$ cat src/rtl/gcd_pkg.sv
package gcd_pkg;
  typedef struct packed {
    logic clearCount;
    logic countEn;
    logic latch;
  } ctrlStrobes_t;

  typedef enum logic [1:0] {
    ST_IDLE   = 2'd0,
    ST_CHARGE = 2'd1,
    ST_DRAIN  = 2'd2,
    ST_FINISH = 2'd3
  } phase_t;
endpackage

$ cat src/rtl/gcd_control.sv
module gcd_control
  import gcd_pkg::*;
(
  input  logic         clk,
  input  logic         rstN,
  input  logic         pulseDetect,
  input  logic         chargeReached,
  input  logic         dischargeEmpty,
  output logic         chargeEn,
  output logic         dischargeEn,
  output logic         gate,
  output logic         busy,
  output logic         done,
  output ctrlStrobes_t strobes
);
  phase_t phase, phaseNext;

  always_comb begin
    phaseNext = phase;
    unique case (phase)
      ST_IDLE:   if (pulseDetect)    phaseNext = ST_CHARGE;
      ST_CHARGE: if (chargeReached)  phaseNext = ST_DRAIN;
      ST_DRAIN:  if (dischargeEmpty) phaseNext = ST_FINISH;
      ST_FINISH:                     phaseNext = ST_IDLE;
      default:                       phaseNext = ST_IDLE;
    endcase
  end

  always_ff @(posedge clk) begin
    if (!rstN) phase <= ST_IDLE;
    else       phase <= phaseNext;
  end

  assign chargeEn    = (phase == ST_CHARGE);
  assign dischargeEn = (phase == ST_DRAIN);
  assign gate        = (phase == ST_DRAIN);
  assign busy        = (phase != ST_IDLE);
  assign done        = (phase == ST_FINISH);

  always_comb begin
    strobes.clearCount = (phase == ST_IDLE) && pulseDetect;
    strobes.countEn    = (phase == ST_DRAIN);
    strobes.latch      = (phase == ST_DRAIN) && dischargeEmpty;
  end

  // Assertions guarding the sequencing
  assert_start_R2: assert property (@(posedge clk) disable iff (!rstN)
    (!busy && pulseDetect) |=> (chargeEn && busy));
  assert_charge_exit_R3: assert property (@(posedge clk) disable iff (!rstN)
    (chargeEn && chargeReached) |=> (gate && dischargeEn && !chargeEn));
  assert_charge_hold_R3: assert property (@(posedge clk) disable iff (!rstN)
    (chargeEn && !chargeReached) |=> chargeEn);
  assert_phase_excl_R4: assert property (@(posedge clk) disable iff (!rstN)
    !(chargeEn && dischargeEn));
  assert_gate_close_R5: assert property (@(posedge clk) disable iff (!rstN)
    (gate && dischargeEmpty) |=> (!gate && done));
  assert_gate_hold_R5: assert property (@(posedge clk) disable iff (!rstN)
    (gate && !dischargeEmpty) |=> gate);
  assert_done_pulse_R8: assert property (@(posedge clk) disable iff (!rstN)
    done |=> !done);
  assert_busy_end_R9: assert property (@(posedge clk) disable iff (!rstN)
    done |=> !busy);
  assert_busy_cover_R9: assert property (@(posedge clk) disable iff (!rstN)
    (busy && !done) |=> busy);
endmodule

$ cat src/rtl/gcd_datapath.sv
module gcd_datapath
  import gcd_pkg::*;
#(
  parameter int CNT_W = 12
) (
  input  logic               clk,
  input  logic               rstN,
  input  ctrlStrobes_t       strobes,
  output logic [CNT_W-1:0]   channel,
  output logic               overflow
);
  localparam logic [CNT_W-1:0] TOP_CH = {CNT_W{1'b1}};

  logic [CNT_W-1:0] count, countNext;
  logic             ovfAcc, atTop;

  assign atTop     = (count == TOP_CH);
  assign countNext = atTop ? TOP_CH : count + 1'b1;

  always_ff @(posedge clk) begin
    if (!rstN) begin
      count  <= '0;
      ovfAcc <= 1'b0;
    end else if (strobes.clearCount) begin
      count  <= '0;
      ovfAcc <= 1'b0;
    end else if (strobes.countEn) begin
      count  <= countNext;
      ovfAcc <= ovfAcc | atTop;
    end
  end

  always_ff @(posedge clk) begin
    if (!rstN) begin
      channel  <= '0;
      overflow <= 1'b0;
    end else if (strobes.latch) begin
      channel  <= countNext;
      overflow <= ovfAcc | atTop;
    end
  end

  // Assertions guarding the counter and the result register
  assert_saturate_R7: assert property (@(posedge clk) disable iff (!rstN)
    (strobes.countEn && !strobes.clearCount && count == TOP_CH) |=> (count == TOP_CH));
  assert_no_overflow_R7: assert property (@(posedge clk) disable iff (!rstN)
    (strobes.latch && !ovfAcc && !atTop) |=> !overflow);
  assert_clear_R11: assert property (@(posedge clk) disable iff (!rstN)
    strobes.clearCount |=> (count == '0));
  assert_result_hold_R8: assert property (@(posedge clk) disable iff (!rstN)
    !strobes.latch |=> ($stable(channel) && $stable(overflow)));
endmodule

$ cat src/rtl/gated_count_digitizer.sv
module gated_count_digitizer
  import gcd_pkg::*;
#(
  parameter int CNT_W = 12
) (
  input  logic             clk,
  input  logic             rstN,
  input  logic             pulseDetect,
  input  logic             chargeReached,
  input  logic             dischargeEmpty,
  output logic             chargeEn,
  output logic             dischargeEn,
  output logic             gate,
  output logic             busy,
  output logic             done,
  output logic [CNT_W-1:0] channel,
  output logic             overflow
);
  ctrlStrobes_t strobes;

  gcd_control u_ctrl (
    .clk            (clk),
    .rstN           (rstN),
    .pulseDetect    (pulseDetect),
    .chargeReached  (chargeReached),
    .dischargeEmpty (dischargeEmpty),
    .chargeEn       (chargeEn),
    .dischargeEn    (dischargeEn),
    .gate           (gate),
    .busy           (busy),
    .done           (done),
    .strobes        (strobes)
  );

  gcd_datapath #(.CNT_W(CNT_W)) u_dp (
    .clk      (clk),
    .rstN     (rstN),
    .strobes  (strobes),
    .channel  (channel),
    .overflow (overflow)
  );

  assert_gate_pair_R4: assert property (@(posedge clk) disable iff (!rstN)
    gate == dischargeEn);
endmodule

$ cat config.mk
export PLATFORM = sky130hd
export DESIGN_NAME = gated_count_digitizer
export DESIGN_NICKNAME = d
export VERILOG_FILES = /design/src/rtl/gcd_pkg.sv /design/src/rtl/gcd_control.sv /design/src/rtl/gcd_datapath.sv /design/src/rtl/gated_count_digitizer.sv
export SDC_FILE = /design/constraint.sdc
export NUM_CORES = 1
export LEC_CHECK = 0
export ABC_AREA = 1
export BUFFER_PORTS_ARGS = -buffer_cell sky130_fd_sc_hd__buf_2
export CORE_MARGIN = 2
export CORE_UTILIZATION = 59
export CTS_CLUSTER_SIZE = 10
export DETAILED_ROUTE_END_ITERATION = 12
export PLACE_DENSITY_LB_ADDON = 0.2
export SYNTH_ARGS = -nofsm -noshare
export SYNTH_HDL_FRONTEND = slang
export SYNTH_SLANG_ARGS = --single-unit
$ cat constraint.sdc
create_clock -name clk -period 3.8 [get_ports clk]
set_input_delay 0.95 -clock clk [delete_from_list [all_inputs] [get_ports clk]]
set_output_delay 0.95 -clock clk [all_outputs]
set_load 0.005 [all_outputs]
==> impl_results.md <==
- Startpoint types: register
- CP delay by family, top: adder cells
- CTS tree: yes
- Final hold viol count: 0
- Library cells used by synthesis: 25
- # IOs: 23
- VDD IR max: 322 uV
- Die width: 53.5 um
- Synth Net Count: 222
- Hold path start: u_dp.ovfAcc$_SDFFE_PP0P_
- Synth Area in Compound Gates: 14.1%
- Buf/Inv on CP: 2
- Critical Path RT: 2.85 ns
- Seq/Total Area, Yosys: 38.7%
- Initial core utilization: 63.6%
- Drt drc: 0
- Clock transition at path regs: 0.14 ns
- Hold WS: 0.487 ns
- Rel. slew slack: 65.3%
- Cells after DPL: 255
- RSZ-0062 raised after global routing: false
- Clock Path Buffers: 2
- Run status: finished clean
- Antenna Nets Post-Route: 0
- Worst-Skew Late Latency: 0.31 ns
- Drt wl/cell: 11.4 um
- Max cap viols: 0
- Pins Over Slew Limit: 0
- Crit path cell chain: inv_1 -> ha_1 -> buf_2
- Leakage: 0.817 nW
- Hold path depth: 2
- Fillers: 208
- Synth top area cells: dfxtp_1 (39%), nor2_1 (11%), inv_1 (9.1%)
- Antenna cells: 0
- Crit Path Max Fanout: 15
- Num rows: 17
- Critical R2R Launch: u_ctrl.phase[0]$_SDFFE_PN0P_
- Hold Crit Endpoint: u_dp.ovfAcc$_SDFFE_PP0P_
- Root buffer cell: clkbuf_4
- Post-CTS Setup Repair Bufs: 0
- DRT Pass-1 Iters: 4
- Vias in the first global route: 1110
- Average cell area after synthesis: 6.86 sq um
- CP max-delay cell: ha_1
- Setup Skew: 0.00157 ns
- Synth Area in Adders: 5.19%
- Slew @ Worst Pin: 0.521 ns
- Clk sinks: 28
- Seq. cell area: 561 sq um
- Worst path arrival time: 1.51 ns
- Hold Buf Count CTS: 0
- DP Wirelength: 2.20 mm
- Synth area leader: dfxtp_1
- Core box area: 0.00228 sq mm
- CP startpoint: u_ctrl.phase[0]$_SDFFE_PN0P_
- Area of the multi-input gates: 709 sq um
- Routed wire length: 2.95 mm
- Routed vias: 1326
- H-Tree Depth: 1
- Share of layout cells above drive strength 1: 13.5%
- First-pass GRT wire length: 4.83 mm
- GRT Util Overall: 23.4%
- Synth Register Bits: 28
- Worst r2r path cells: 7
- Share of the synthesized area in the top cell type: 38.7%
- Crit. End Element: output port
- Post-Layout Cell Count: 258
- R2R Path End: u_ctrl.phase[1]$_SDFFE_PN0P_
- Post-synthesis mux area share: 0%
- DIE AREA: 0.00287 sq mm
- CP Class: reg -> out
- TNS Setup: 0 ns
- Final Cycle Share: 64.8%
- Synthesis Warnings: 0
- Fmax: 0.406 GHz
- Power per Cell Area: 571 mW/mm^2
- Drt first-iter violations: 23
- Largest net degree at the start of global routing: 17
- Port Buffers: 22
- Cts repair resizes: 0
- Post-Synthesis Cells: 211
- # setup viols final: 0
- Layout Area Growth over Synthesis: 8.64%
- DIE HEIGHT: 53.5 um
- R2R Setup Slk: 1.55 ns
- XOR/XNOR Fraction of Synth Area: 1.82%
- Hold Crit Class: reg -> reg
- Crit-path max cell delay: 0.50 ns
- Tmin final: 2.46 ns
- Simple-Gate Fraction of Synth Area: 27.9%
- Antenna violations before repair: 0
- Placer Congestion: 0.822
- Post-Syn Area: 0.00145 sq mm
- Largest family of logic cells by synthesized area: simple AND/OR/NAND/NOR gates
- Final net count: 243
- GRT overflow: 0
- CTS buffer count: 3
- Vias/cell: 5.14
cell usage in the layout, fill, tap and decap left out:
cell,n
nand4_1,1
nand2_1,30
nand3b_1,1
a21oi_2,1
o211ai_1,2
o21ai_1,1
inv_1,35
buf_2,22
nor2_1,42
clkbuf_4,3
nand3_4,1
xnor2_1,1
or2_2,1
a21oi_1,9
nor2_4,1
nor3_1,1
nand3_1,14
o21ai_0,26
inv_2,1
dfxtp_1,28
nand3_2,1
ha_1,6
xor2_1,2
cell usage after synthesis:
| cell type | n |
|---|---|
| a21oi_2 | 1 |
| buf_2 | 1 |
| inv_2 | 1 |
| nor3_1 | 1 |
| o21ai_1 | 1 |
| nor2_4 | 1 |
| o211ai_1 | 2 |
| nand3b_1 | 1 |
| inv_1 | 35 |
| dfxtp_1 | 28 |
| nand4_1 | 1 |
| xnor2_1 | 1 |
| nand3_1 | 14 |
| nand2_1 | 30 |
| nand3_4 | 1 |
| ha_1 | 6 |
| xor2_1 | 2 |
| or2_2 | 1 |
| buf_4 | 3 |
| nor2_1 | 42 |
| buf_6 | 1 |
| o21ai_0 | 26 |
| nand3_2 | 1 |
| clkbuf_1 | 1 |
| a21oi_1 | 9 |
registers in the layout, indices dropped and copies added (netlist names):
register and flops:
u_dp.ovfAcc 1, u_dp.channel 12, u_dp.overflow 1, u_ctrl.phase 2, u_dp.count 12
metrics by stage:
stage	instance area [sq um]	utilization, %	setup WS (ns)	power (mW)
floorplan	1450	-	2.03	0.682
global placement	1550	68.1	1.75	0.765
detailed placement	1550	68.1	1.60	0.784
CTS	1570	69.1	1.33	0.901
global route	1570	69.1	1.22	0.980
finish	1570	69.1	1.34	0.897
layer usage:
| layer | vias to the layer above | global-route usage [%] | wire length (um) |
|---|---|---|---|
| met3 | 2 | 3.33 | 133 |
| met1 | 592 | 31.6 | 1420 |
| met4 | 0 | 6.84 | 17 |
| li1 | 699 | - | - |
| met2 | 33 | 38.9 | 1380 |
| met5 | - | 0 | 0 |
power breakdown:
part / internal [mW] / switching, mW / leakage, nW
clock: 0.0371 / 0.0802 / 0.0138
combinational: 0.139 / 0.223 / 0.575
sequential: 0.362 / 0.0564 / 0.228
worst register-to-register path, delay by kind of cell (launching register included):
kind                     cells  cell delay (ns)
AO/OA/AOI/OAI                3             0.45
adder cells (fa/ha/maj)      1             0.50
buffers and inverters        2             0.50
flip-flops                   1             0.36
AND/OR/NAND/NOR              1             0.37
cell type report:
| type | count | share of cell area, % |
|---|---|---|
| Timing Repair Buffer | 22 | 7.00 |
| Clock buffer | 3 | 1.43 |
| Sequential cell | 28 | 35.6 |
| Inverter | 36 | 8.59 |
| Multi-Input combinational cell | 141 | 45.1 |
| Tap cell | 28 | 2.23 |
cells by family after synthesis:
kind of cell | Yosys count
simple gates | 93
compound gates | 39
flops | 28
buf+inv | 42
fa+ha+maj | 6
xor+xnor | 3
worst max-delay path by stage:
| stage | cells after the start | slack, ns | to |
|---|---|---|---|
| 3_5_place_dp | 7 | 1.60 | u_ctrl.phase[1]$_SDFFE_PN0P_ |
| 6_report | 3 | 1.34 | dischargeEn |
| 5_1_grt | 3 | 1.22 | dischargeEn |
| 2_1_floorplan | 3 | 2.03 | gate |
| 3_3_place_gp | 6 | 1.75 | u_dp.overflow$_SDFFE_PN0P_ |
| 4_1_cts | 3 | 1.33 | dischargeEn |
Note: power is estimated with default switching activity, not from simulation.
